`src/rtl/dref_pkg.sv`:
```
package dref_pkg;

    typedef enum logic [2:0] {
        ST_IDLE,
        ST_ROW,
        ST_COL,
        ST_CAS,
        ST_ACK,
        ST_RF_CAS,
        ST_RF_RAS,
        ST_PRECH
    } seq_state_t;

    function automatic int max3(input int a, input int b, input int c);
        int m;
        m = (a > b) ? a : b;
        return (m > c) ? m : c;
    endfunction

endpackage

```
`src/rtl/dref_interval_timer.sv`:
```
module dref_interval_timer #(
    parameter int INTERVAL = 3900
) (
    input  logic clk,
    input  logic rst_n,
    output logic expire
);
    localparam int TW = (INTERVAL > 2) ? $clog2(INTERVAL) : 1;
    localparam logic [TW-1:0] RELOAD = TW'(INTERVAL - 1);

    logic [TW-1:0] cnt_q;

    assign expire = (cnt_q == '0);

    always_ff @(posedge clk or negedge rst_n) begin
        if (!rst_n) begin
            cnt_q <= RELOAD;
        end else if (expire) begin
            cnt_q <= RELOAD;
        end else begin
            cnt_q <= cnt_q - 1'b1;
        end
    end
endmodule

```
`src/rtl/dref_req_latch.sv`:
```
module dref_req_latch (
    input  logic clk,
    input  logic rst_n,
    input  logic set_req,
    input  logic clear_req,
    output logic pending
);
    // A new expiry outranks a clear that lands on the same clock.
    always_ff @(posedge clk or negedge rst_n) begin
        if (!rst_n) begin
            pending <= 1'b0;
        end else if (set_req) begin
            pending <= 1'b1;
        end else if (clear_req) begin
            pending <= 1'b0;
        end
    end
endmodule

```
`src/rtl/dref_dwell_counter.sv`:
```
module dref_dwell_counter #(
    parameter int W = 2
) (
    input  logic         clk,
    input  logic         rst_n,
    input  logic         load,
    input  logic [W-1:0] load_val,
    output logic         done
);
    logic [W-1:0] cnt_q;

    assign done = (cnt_q == '0);

    always_ff @(posedge clk or negedge rst_n) begin
        if (!rst_n) begin
            cnt_q <= '0;
        end else if (load) begin
            cnt_q <= load_val;
        end else if (cnt_q != '0) begin
            cnt_q <= cnt_q - 1'b1;
        end
    end
endmodule

```
`src/rtl/dref_seq_fsm.sv`:
```
module dref_seq_fsm
    import dref_pkg::*;
#(
    parameter int CAS_CYCLES       = 2,
    parameter int RF_RAS_CYCLES    = 3,
    parameter int PRECHARGE_CYCLES = 3,
    parameter int DW               = 2
) (
    input  logic          clk,
    input  logic          rst_n,
    input  logic          cpu_as_n,
    input  logic          cpu_a31,
    input  logic          cpu_rw,
    input  logic          refresh_pending,
    input  logic          dwell_done,
    output logic          dwell_load,
    output logic [DW-1:0] dwell_val,
    output logic          refresh_done,
    output logic          seq_idle,
    output logic          ras_n,
    output logic          cas_n,
    output logic          we_n,
    output logic          col_sel,
    output logic          ack
);
    localparam logic [DW-1:0] CAS_LOAD = DW'(CAS_CYCLES - 1);
    localparam logic [DW-1:0] RFR_LOAD = DW'(RF_RAS_CYCLES - 1);
    localparam logic [DW-1:0] PRE_LOAD = DW'(PRECHARGE_CYCLES - 1);

    seq_state_t state_q, state_d;
    logic       is_write_q;
    logic       start_cpu;
    logic       dram_req;

    assign dram_req = !cpu_as_n && cpu_a31;
    assign seq_idle = (state_q == ST_IDLE);

    // State register, plus the direction captured at access start.
    always_ff @(posedge clk or negedge rst_n) begin
        if (!rst_n) begin
            state_q    <= ST_IDLE;
            is_write_q <= 1'b0;
        end else begin
            state_q <= state_d;
            if (start_cpu) begin
                is_write_q <= !cpu_rw;
            end
        end
    end

    // Next state and dwell loads.
    always_comb begin
        state_d      = state_q;
        dwell_load   = 1'b0;
        dwell_val    = '0;
        refresh_done = 1'b0;
        start_cpu    = 1'b0;
        unique case (state_q)
            ST_IDLE: begin
                if (refresh_pending) begin
                    state_d    = ST_RF_CAS;
                    dwell_load = 1'b1;
                end else if (dram_req) begin
                    state_d    = ST_ROW;
                    dwell_load = 1'b1;
                    start_cpu  = 1'b1;
                end
            end
            ST_ROW: begin
                state_d = ST_COL;
            end
            ST_COL: begin
                state_d    = ST_CAS;
                dwell_load = 1'b1;
                dwell_val  = CAS_LOAD;
            end
            ST_CAS: begin
                if (dwell_done) begin
                    state_d = ST_ACK;
                end
            end
            ST_ACK: begin
                state_d    = ST_PRECH;
                dwell_load = 1'b1;
                dwell_val  = PRE_LOAD;
            end
            ST_RF_CAS: begin
                state_d    = ST_RF_RAS;
                dwell_load = 1'b1;
                dwell_val  = RFR_LOAD;
            end
            ST_RF_RAS: begin
                if (dwell_done) begin
                    state_d      = ST_PRECH;
                    dwell_load   = 1'b1;
                    dwell_val    = PRE_LOAD;
                    refresh_done = 1'b1;
                end
            end
            ST_PRECH: begin
                if (dwell_done) begin
                    state_d = ST_IDLE;
                end
            end
            default: begin
                state_d = ST_IDLE;
            end
        endcase
    end

    // Moore outputs.
    always_comb begin
        ras_n   = 1'b1;
        cas_n   = 1'b1;
        we_n    = 1'b1;
        col_sel = 1'b0;
        ack     = 1'b0;
        unique case (state_q)
            ST_ROW: begin
                ras_n = 1'b0;
                we_n  = !is_write_q;
            end
            ST_COL: begin
                ras_n   = 1'b0;
                col_sel = 1'b1;
                we_n    = !is_write_q;
            end
            ST_CAS: begin
                ras_n   = 1'b0;
                cas_n   = 1'b0;
                col_sel = 1'b1;
                we_n    = !is_write_q;
            end
            ST_ACK: begin
                ras_n   = 1'b0;
                cas_n   = 1'b0;
                col_sel = 1'b1;
                we_n    = !is_write_q;
                ack     = 1'b1;
            end
            ST_RF_CAS: begin
                cas_n = 1'b0;
            end
            ST_RF_RAS: begin
                cas_n = 1'b0;
                ras_n = 1'b0;
            end
            ST_IDLE, ST_PRECH: begin
                ras_n = 1'b1;
            end
            default: begin
                ras_n = 1'b1;
            end
        endcase
    end
endmodule

```
`src/rtl/dram_refresh_sequencer.sv`:
```
module dram_refresh_sequencer
    import dref_pkg::*;
#(
    parameter int REFRESH_CYCLES   = 3900,
    parameter int CAS_CYCLES       = 2,
    parameter int RF_RAS_CYCLES    = 3,
    parameter int PRECHARGE_CYCLES = 3
) (
    input  logic clk,
    input  logic rst_n,
    input  logic cpu_as_n,
    input  logic cpu_a31,
    input  logic cpu_rw,
    output logic dram_ras_n,
    output logic dram_cas_n,
    output logic dram_we_n,
    output logic dram_col_sel,
    output logic cpu_ack
);
    localparam int DWELL_MAX = max3(CAS_CYCLES, RF_RAS_CYCLES, PRECHARGE_CYCLES);
    localparam int DWELL_W   = $clog2(DWELL_MAX + 1);

    logic               timer_expire;
    logic               refresh_pending;
    logic               refresh_done;
    logic               seq_idle;
    logic               dwell_load;
    logic [DWELL_W-1:0] dwell_val;
    logic               dwell_done;

    dref_interval_timer #(
        .INTERVAL(REFRESH_CYCLES)
    ) u_timer (
        .clk    (clk),
        .rst_n  (rst_n),
        .expire (timer_expire)
    );

    dref_req_latch u_latch (
        .clk       (clk),
        .rst_n     (rst_n),
        .set_req   (timer_expire),
        .clear_req (refresh_done),
        .pending   (refresh_pending)
    );

    dref_dwell_counter #(
        .W(DWELL_W)
    ) u_dwell (
        .clk      (clk),
        .rst_n    (rst_n),
        .load     (dwell_load),
        .load_val (dwell_val),
        .done     (dwell_done)
    );

    dref_seq_fsm #(
        .CAS_CYCLES       (CAS_CYCLES),
        .RF_RAS_CYCLES    (RF_RAS_CYCLES),
        .PRECHARGE_CYCLES (PRECHARGE_CYCLES),
        .DW               (DWELL_W)
    ) u_fsm (
        .clk             (clk),
        .rst_n           (rst_n),
        .cpu_as_n        (cpu_as_n),
        .cpu_a31         (cpu_a31),
        .cpu_rw          (cpu_rw),
        .refresh_pending (refresh_pending),
        .dwell_done      (dwell_done),
        .dwell_load      (dwell_load),
        .dwell_val       (dwell_val),
        .refresh_done    (refresh_done),
        .seq_idle        (seq_idle),
        .ras_n           (dram_ras_n),
        .cas_n           (dram_cas_n),
        .we_n            (dram_we_n),
        .col_sel         (dram_col_sel),
        .ack             (cpu_ack)
    );
endmodule

```
`config.mk`:
```
export PLATFORM = sky130hd
export DESIGN_NAME = dram_refresh_sequencer
export DESIGN_NICKNAME = d
export VERILOG_FILES = /design/src/rtl/dref_pkg.sv /design/src/rtl/dref_interval_timer.sv /design/src/rtl/dref_req_latch.sv /design/src/rtl/dref_dwell_counter.sv /design/src/rtl/dref_seq_fsm.sv /design/src/rtl/dram_refresh_sequencer.sv
export SDC_FILE = /design/constraint.sdc
export NUM_CORES = 1
export LEC_CHECK = 0
export BUFFER_PORTS_ARGS = -buffer_cell sky130_fd_sc_hd__buf_2
export CORE_UTILIZATION = 48
export DETAILED_ROUTE_END_ITERATION = 12
export PLACE_DENSITY = 0.71
export SKIP_CTS_REPAIR_TIMING = 1
export SLEW_MARGIN = 20
export SYNTH_ARGS = -nofsm -noshare
export SYNTH_HDL_FRONTEND = slang
export SYNTH_SLANG_ARGS = --single-unit
```
`constraint.sdc`:
```
create_clock -name clk -period 1.75 [get_ports clk]
set_input_delay 0.35 -clock clk [delete_from_list [all_inputs] [get_ports clk]]
set_output_delay 0.35 -clock clk [all_outputs]
set_load 0.05 [all_outputs]
```
==> results of run 1 <==
## Yosys cell counts, types with 2 or more instances
| cell | n |
|---|---|
| a21oi_1 | 5 |
| a31oi_1 | 2 |
| clkbuf_1 | 4 |
| dfrtp_1 | 10 |
| dfstp_2 | 9 |
| ha_1 | 3 |
| inv_1 | 7 |
| nand2_1 | 14 |
| nand3_1 | 6 |
| nor2_1 | 12 |
| nor2b_1 | 2 |
| nor3_1 | 3 |
| nor4_2 | 2 |
| o21ai_0 | 6 |
| o21ai_1 | 2 |
| o31ai_1 | 2 |
| or4_1 | 2 |
| xnor2_1 | 2 |
| xor2_1 | 4 |
## metal layers
layer	track usage, %	wire [µm]	up-vias
li1	-	-	437
met1	26.8	1040	417
met2	28.7	949	20
met3	2.80	75	4
met4	8.82	27	0
met5	0	0	-
## sequential cells by signal (all words and copies together), names as in the netlist
register	flops
u_dwell.cnt_q	2
u_fsm.is_write_q	1
u_fsm.state_q	3
u_latch.pending	1
u_timer.cnt_q	12
## layout make-up
cell class                 instances  area (µm²)
inverter                           7        26.3
fill                             165         764
sequential                        19         490
tap                               27        33.8
timing repair buffer              19         130
multi-input combinational         84         551
clock buffer                       4        26.3
## cells by family (layout without fill, tap and decap cells)
group | count (synthesis) | count (layout)
XOR/XNOR | 6 | 6
AO/OA/AOI/OAI | 27 | 27
AND/OR/NAND/NOR | 47 | 47
multiplexers | 1 | 1
adder cells (fa/ha/maj) | 3 | 3
buffers and inverters | 11 | 30
flip-flops | 19 | 19
## path summary, 6_finish.rpt
check	cells past startpoint	endpoint	slack, ps
max in group asynchronous	2	u_timer.cnt_q[10]	930
min in group asynchronous	2	u_timer.cnt_q[7]	490
max reg2reg	4	u_timer.cnt_q[6]	110
min reg2reg	2	u_timer.cnt_q[9]	480
max	4	cpu_ack	30
min	2	u_fsm.is_write_q	240
## power by group
part	leakage (nW)	switching (mW)	total, mW	internal [mW]
registers	0.216	0.0955	0.612	0.517
logic	0.353	0.558	0.929	0.371
clock network	0.0150	0.138	0.227	0.0890
## stage by stage
step	TNS [ps]	instances	cell area [µm²]
after floorplan	-231	114	1070
after global routing	-80.0	160	1260
after global placement	0	151	1170
after detailed placement	0	151	1170
after CTS	-321	155	1200
final	0	160	1260
==> results.md, run 1 <==
- Status: completed
- Critical register-to-register path startpoint: u_timer.cnt_q[7]
- Worst slew pin tran: between 400 and 500 ps
- Mapped Area: 0.00106 mm²
- Post-Synth XOR/XNOR Area: under 10%
- Slew HR: 72.9%
- GRT Overall Usage: a little under a fifth
- WP data required: around 1400 ps
- CP Capture Type: output pin
- Avg Cell Area, Syn: approximately 9.3 µm²
- Overall Power: 1.77 mW
- Compound-cell area share of the yosys netlist: 17.1%
- Sequential element share of the synthesized area: about 46%
- Final setup margin: 29.9 ps
- Clock transition at path regs: 100 ps
- HP Start: cpu_rw
- IO Pins: 10
- Syn. warnings: 0
- Via-to-Cell Ratio: roughly 5.5
- WS Path Type: register to output pin
- Ys flop type: dfrtp_1
- Cells along the critical path: inv_2 -> nand2_1 -> nor2_2 -> buf_2
- Static leakage: roughly 0.6 nW
- Initial DRC Count: 21
- Drt pass-1 iters: 4
- Fmax: slightly below 600 MHz
- Combinational family with the most area after synthesis: simple AND/OR/NAND/NOR gates
- Initial Util: 52.5%
- Worst path max stage delay: ~470 ps
- Post-synth EDFFs: 0
- Final hold vios: 0
- Min cycle time layout: 1720 ps
- Clock Latency Late Sink: roughly 300 ps
- Die W: 49.0 µm
- Final WL: between 2 and 2.5 mm
- Grt ovf: 0
- PortBufs: 9
- Post-DP HPWL: ~1.4 mm
- Synth area leaders: dfrtp_1 24%, dfstp_2 22%, nand2_1 5.0%
- WP buf/inv: 2
- CTS Buf Count: 3
- Asr flop ratio synth: 100%
- Share of post-route cells with drive strength above 1: 34.6%
- RSZ-0062 raised after global routing: yes
- Clock skew: approximately 2.3 ps
- Final Max Tran Viols: 0
- Slowest CP cell: dfrtp_2
- Most frequent cells in the layout: 14 x nand2_1, 11 x buf_4, 10 x nor2_1
- Crit path from: u_fsm.state_q[1]
- Core Util, Final: between 60 and 70%
- Layout Nets: between 100 and 150
- Count of final setup violators: 0
- Synth Area in Simple Gates: about a quarter
- Cell taking the most area after synthesis: dfrtp_1
- Num rows: 16
- H-Tree Depth: 1
- #FFs+latches synth: 19
- Worst setup SP type: register
- Synth top area share: about a quarter
- DR WL/cell: 13.1 µm
- Largest net degree at the start of global routing: 20
- Area grow syn2layout: 18.5%
- DRT antenna net count: 0
- Multiplexer area fraction after synthesis: under 10%
- CP delay by family, top: flip-flops
- Root buffer cell: clkbuf_4
- CTS tree: built
- Longest Clk Path Bufs: 2
- Worst vdd ir: approximately 1.3 mV
- Critical path peak fanout: 6
- Maxcap violations: 0
- Routability cong.: between 0.8 and 0.9
- Pre-CTS setup slack: between 100 and 150 ps
- WP data arrival: 1370 ps
- Vias in the first global route: between 800 and 900
- DR vias: a little under 900
- Syn Inst Count: between 100 and 150
- Synth Net Count: 122
- Post-synth cell types: 36
- Number of diodes: 0
- Tcrit/Tclk final: 98.3%
- Die ar.: 0.00240 mm²
- Post-synthesis adder-cell area fraction: about 3.5%
- # clock sinks: 19
- Antenna violations before repair: 0
- Commonest non-fill, non-tap cell in the layout: nand2_1
- Die H: ~50 µm
- Hold Slack: ~240 ps
- Drc violations: 0
- Worst hold path type: input port to register
- Power per cell area: about 1400 mW/mm²
- First-pass GRT wire length: between 3 and 4 mm
- Core outline area: slightly above 0.002 mm²
(Power assumes the default switching activity.)
==> run 2, diff against run 1 <==
--- a/config.mk
+++ b/config.mk
@@ -9,7 +9,9 @@
 export CORE_UTILIZATION = 48
 export DETAILED_ROUTE_END_ITERATION = 12
 export PLACE_DENSITY = 0.71
+export SETUP_SLACK_MARGIN = 0.15
 export SKIP_CTS_REPAIR_TIMING = 1
+export SKIP_LAST_GASP = 1
 export SLEW_MARGIN = 20
 export SYNTH_ARGS = -nofsm -noshare
 export SYNTH_HDL_FRONTEND = slang
==> run 2 against run 1 <==
Net effect:
- clock skew increased by 1.3 ps
- first-iteration DRC count fell by 19%
- setup slack better by 52 ps
- design area rose by 15%
- count of clock-buffer cells in the layout shrank 1
==> results.md, run 2 (synthesis results as in run 1) <==
- Status: completed
- Clock transition at path regs: between 100 and 150 ps
- Initial Util: a little over half
- Min cycle time layout: between 1500 and 2000 ps
- Sw Share: 45.4%
- Worst setup SP type: register
- Worst vdd ir: 1.52 mV
- # clock sinks: 19
- Max reg flops: 12
- Cell area after layout: between 0.001 and 0.0015 mm²
- RSZ-0062 raised after global routing: yes
- CP delay by family, top: flip-flops
- Routability cong.: 0.813
- WP data required: about 1400 ps
- Worst path max stage delay: 490 ps
- Power per cell area: about 1400 mW/mm²
- Die W: just under 50 µm
- Worst slew pin tran: between 400 and 500 ps
- Static leakage: between 0.6 and 0.7 nW
- Core outline area: between 0.002 and 0.0025 mm²
- Maxcap violations: 0
- Longest Clk Path Bufs: 2
- Register area: about 490 µm²
- Drt pass-1 iters: 4
- Final Max Tran Viols: 0
- WP data arrival: between 1000 and 1500 ps
- Part of the power in registers: ~31%
- Post-DP HPWL: ~1.5 mm
- Biggest register: u_timer.cnt_q
- PortBufs: 9
- H-Tree Depth: 1
- Number of diodes: 0
- Area grow syn2layout: 36.0%
- Most frequent cells in the layout: 15 x buf_4, 12 x nand2_1, 9 x dfstp_2
- Setup TNS: 0 ps
- Sw Pwr: approximately 940 µW
- Count of final setup violators: 0
- IO Pins: 10
- Slowest CP cell: dfrtp_2
- Area after DPL: between 0.001 and 0.0015 mm²
- Fmax: 600 MHz
- DRT antenna net count: 0
- Clock skew: ~3.6 ps
- First-pass GRT wire length: roughly 3.5 mm
- Worst hold path type: input port to register
- Initial DRC Count: 17
- CTS tree: built
- WP buf/inv: 2
- Clock Latency Late Sink: about 300 ps
- Drc violations: 0
- Cells along the critical path: buf_4 -> nor2_2 -> o21ai_2 -> buf_6
- CP Capture Type: output pin
- Final WL: 2.52 mm
- Layout Nets: ~150
- Internal power: roughly 1.1 mW
- GRT Overall Usage: about a fifth
- Tcrit/Tclk final: 95.3%
- Share of post-route cells with drive strength above 1: 47.2%
- Slew HR: between 70 and 80%
- Largest net degree at the start of global routing: 20
- WS Path Type: register to output pin
- Die ar.: around 0.0024 mm²
- Combinational share of power: approximately 58%
- Critical path peak fanout: 6
- Largest registers: u_timer.cnt_q: 12 flops, u_fsm.state_q: 3 flops, u_dwell.cnt_q: 2 flops
- Via-to-Cell Ratio: about 5.7
- Die H: 49.0 µm
- Clock power frac: 11.1%
- DR WL/cell: between 10 and 15 µm
- DR vias: about 960
- Final hold vios: 0
- Commonest non-fill, non-tap cell in the layout: buf_4
- Filler cells: between 100 and 150
- CTS Buf Count: 3
- Grt ovf: 0
- Num rows: 16
- Vias in the first global route: between 700 and 800
- Antenna violations before repair: 0
- Area occupied by multi-input gates: around 640 µm²
- Root buffer cell: clkbuf_4
## run 2: changes by cell type in the layout (fill, tap and decap cells not counted), sizes merged
cell	before	now
clkinv	0	1
dlymetal6s2s	0	1
clkbuf	5	4
buf	17	25
## run 2: per-layer routing
| layer | track usage (%) | vias up | wire length [µm] |
|---|---|---|---|
| met4 | 8.82 | 0 | 37 |
| met1 | 27.8 | 475 | 1180 |
| met5 | 0 | - | 0 |
| li1 | - | 456 | - |
| met3 | 3.74 | 4 | 85 |
| met2 | 27.5 | 23 | 1220 |
## run 2: metrics by stage
stage	setup slack (ps)	hold WS [ps]	std cells	util, %	total power, mW
finish	82.3	222	169	71.3	2.06
global route	29.2	221	169	71.3	2.18
CTS	-140	-34.3	159	61.8	1.73
detailed placement	158	310	155	60.5	1.50
global placement	190	310	155	60.5	1.48
floorplan	78.0	54.4	114	-	1.31
## run 2: worst paths after layout
path,from,endpoint,slack (ps),cells after the start
max,u_fsm.state_q[2],dram_we_n,80,4
min,cpu_rw,u_fsm.is_write_q,220,2
max reg2reg,u_timer.cnt_q[5],u_timer.cnt_q[2],160,4
min reg2reg,u_timer.cnt_q[9],u_timer.cnt_q[9],480,2
max in group asynchronous,rst_n,u_timer.cnt_q[3],920,2
min in group asynchronous,rst_n,u_latch.pending,500,2
## run 2: layout make-up
class | count | area share [%]
inverters | 7 | 1.82
repair buffers | 28 | 15.8
flip-flops and latches | 19 | 34.0
well taps | 27 | 2.34
clock inverters | 1 | 0.347
clock buffers | 3 | 1.56
multi-input cells | 84 | 44.1
## run 2: worst register-to-register path, stage by stage, from the launching register on
cell	delay (ps)
dfstp_2	390
or4_4	570
nor3b_4	260
and2_4	210
nor2_1	60
## run 2: power groups by stage
| stage | Sequential, mW | Combinational, mW | Clock [mW] |
|---|---|---|---|
| after detailed placement | 0.623 | 0.876 | 0 |
| after global routing | 0.652 | 1.27 | 0.252 |
| after CTS | 0.614 | 0.879 | 0.239 |
| after floorplan | 0.558 | 0.750 | 0 |
| final | 0.642 | 1.19 | 0.229 |
| after global placement | 0.618 | 0.861 | 0 |
==> run 3, diff against run 2 <==
--- a/config.mk
+++ b/config.mk
@@ -8,7 +8,7 @@
 export BUFFER_PORTS_ARGS = -buffer_cell sky130_fd_sc_hd__buf_2
 export CORE_UTILIZATION = 48
 export DETAILED_ROUTE_END_ITERATION = 12
-export PLACE_DENSITY = 0.71
+export PLACE_DENSITY_LB_ADDON = 0.25
 export SETUP_SLACK_MARGIN = 0.15
 export SKIP_CTS_REPAIR_TIMING = 1
 export SKIP_LAST_GASP = 1
==> run 3 against run 2 <==
Net effect:
- routed wire length rose by 3.6%
- worst hold slack improved by 13 ps
- first-iteration DRC count up 41%
- sequential power about the same
- register-to-register slack got worse by 80 ps
- clock power about the same
- core utilization rose by 0.12 points
- maximum frequency fell by 3.3%
- clock skew rose by 3.2 ps
- sequential share of layout area about the same
- via count is 1.6% lower
- largest power group unchanged
- highest routed layer unchanged
==> results.md, run 3 (synthesis results as in run 1) <==
- GRT Overall Usage: between 20% and 30%
- Largest registers: u_timer.cnt_q: 12 flops, u_fsm.state_q: 3 flops, u_dwell.cnt_q: 2 flops
- Slew HR: a little over 70%
- DRT antenna net count: 0
- Clock Latency Late Sink: 300 ps
- CP Capture Type: output pin
- Core Util, Final: 71.5%
- CTS tree: built
- Critical register-to-register path startpoint: u_timer.cnt_q[2]
- Biggest register: u_timer.cnt_q
- DR vias: between 900 and 1000
- Num rows: 16
- Area grow syn2layout: 36.2%
- Layout Nets: 150
- Max reg flops: 12
- Number of diodes: 0
- Post-DP HPWL: roughly 1.7 mm
- Reg2Reg Capture Point: u_timer.cnt_q[7]
- Clock skew: roughly 6.8 ps
- Root buffer cell: clkbuf_4
- RSZ-0062 raised after global routing: yes
- Die H: between 40 and 50 µm
- Worst vdd ir: between 1.5 and 2 mV
- Fin cells: 168
- FF-to-FF path depth: 4
- Die ar.: 0.00240 mm²
- Worst setup path end: dram_we_n
- WS Path Type: register to output pin
- CTS Buf Count: 3
- Vias in the first global route: around 870
- PortBufs: 9
- Cell area after layout: roughly 0.0014 mm²
- Core outline area: between 0.002 and 0.0025 mm²
- Die W: about 50 µm
- Drc violations: 0
- Via-to-Cell Ratio: between 5 and 6
- IO Pins: 10
- Critical path peak fanout: 8
- Worst hold path type: input port to register
- Fmax: 580 MHz
- Initial DRC Count: 24
- # clock sinks: 19
- Static leakage: roughly 0.67 nW
- Tcrit/Tclk final: 98.5%
- Hold Slack: 235 ps
- H-Tree Depth: 1
- Area after DPL: 0.00121 mm²
- Worst setup SP type: register
- Crit path from: u_fsm.state_q[0]
- Share of post-route cells with drive strength above 1: between 40% and 50%
- Drt pass-1 iters: 4
- Final hold vios: 0
- First-pass GRT wire length: approximately 4.0 mm
- Overall Power: around 2.1 mW
- Min cycle time layout: between 1500 and 2000 ps
- Clock transition at path regs: 110 ps
- Routability cong.: 0.824
- WP data arrival: ~1400 ps
- Final Max Tran Viols: 0
- Commonest non-fill, non-tap cell in the layout: buf_4
- Final WL: between 2 and 3 mm
- Status: completed
- Placed Instances: between 150 and 200
- DR WL/cell: around 16 µm
- Most frequent cells in the layout: 14 x buf_4, 11 x nor2_1, 9 x nand2_1, 9 x dfstp_2, 8 x buf_6
- Count of final setup violators: 0
- Initial Util: between 50% and 60%
- Worst slew pin tran: roughly 410 ps
- WP data required: about 1400 ps
- Power per cell area: roughly 1400 mW/mm²
- R2r setup slk: about 80 ps
- Antenna violations before repair: 0
- Longest Clk Path Bufs: 2
- Maxcap violations: 0
- Grt ovf: 0
- Largest net degree at the start of global routing: 20
## run 3: cell count changes in the layout (fill, tap and decap cells not counted), moves of 2 or more
cell | previous run | this run
nand2_2 | 2 | 4
a21oi_1 | 5 | 3
nor2_2 | 3 | 0
a21oi_2 | 0 | 2
nand2_1 | 12 | 9
buf_6 | 6 | 8
nor2_1 | 7 | 11
## run 3: area by class of cell
type                       instances  area [µm²]
clock inverter                     1        5.00
tap                               27        33.8
fill                             150         577
timing repair buffer              27         225
multi-input combinational         84         641
sequential                        19         492
inverter                           7        26.3
clock buffer                       3        22.5
## run 3: report_power, final
| part | total (mW) | internal (mW) | leakage, nW | switching [mW] |
|---|---|---|---|---|
| Combinational | 1.20 | 0.543 | 0.442 | 0.660 |
| Clock | 0.231 | 0.0853 | 0.0177 | 0.146 |
| Sequential | 0.640 | 0.516 | 0.214 | 0.124 |
| Total | 2.07 | 1.15 | 0.674 | 0.930 |
## run 3: per-stage QoR
stage	worst slack, ps	TNS [ps]
final	25.7	0
after global routing	-32.7	-32.7
after detailed placement	76.1	0
after global placement	116	0
after CTS	-95.3	-282
after floorplan	78.0	0
## run 3: metal layers
layer  part of all wire, %  routed length (µm)  global-route usage [%]  up-vias
met5                     0                   0                       0        -
met4                   2.0                  52                    5.88        0
met3                   2.9                  75                    2.80        8
met2                    50                1300                    36.8       18
met1                    46                1190                    29.2      463
li1                      -                   -                       -      454
## run 3: worst max-delay path, stage by stage, from the launching register on
cell and delay (ps):
dfrtp_2 510, nor2_1 180, nor2_1 70, o21ai_2 140, buf_6 170
## run 3: how the worst min path moves through the flow
stage                      start               end  slack [ps]  cells past startpoint
after floorplan            rst_n  u_dwell.cnt_q[0]          50                      0
after global placement     rst_n  u_dwell.cnt_q[0]         310                      1
after detailed placement   rst_n  u_timer.cnt_q[2]         310                      1
after CTS                  rst_n  u_timer.cnt_q[2]         -30                      1
after global routing      cpu_rw  u_fsm.is_write_q         240                      2
final                     cpu_rw  u_fsm.is_write_q         240                      2
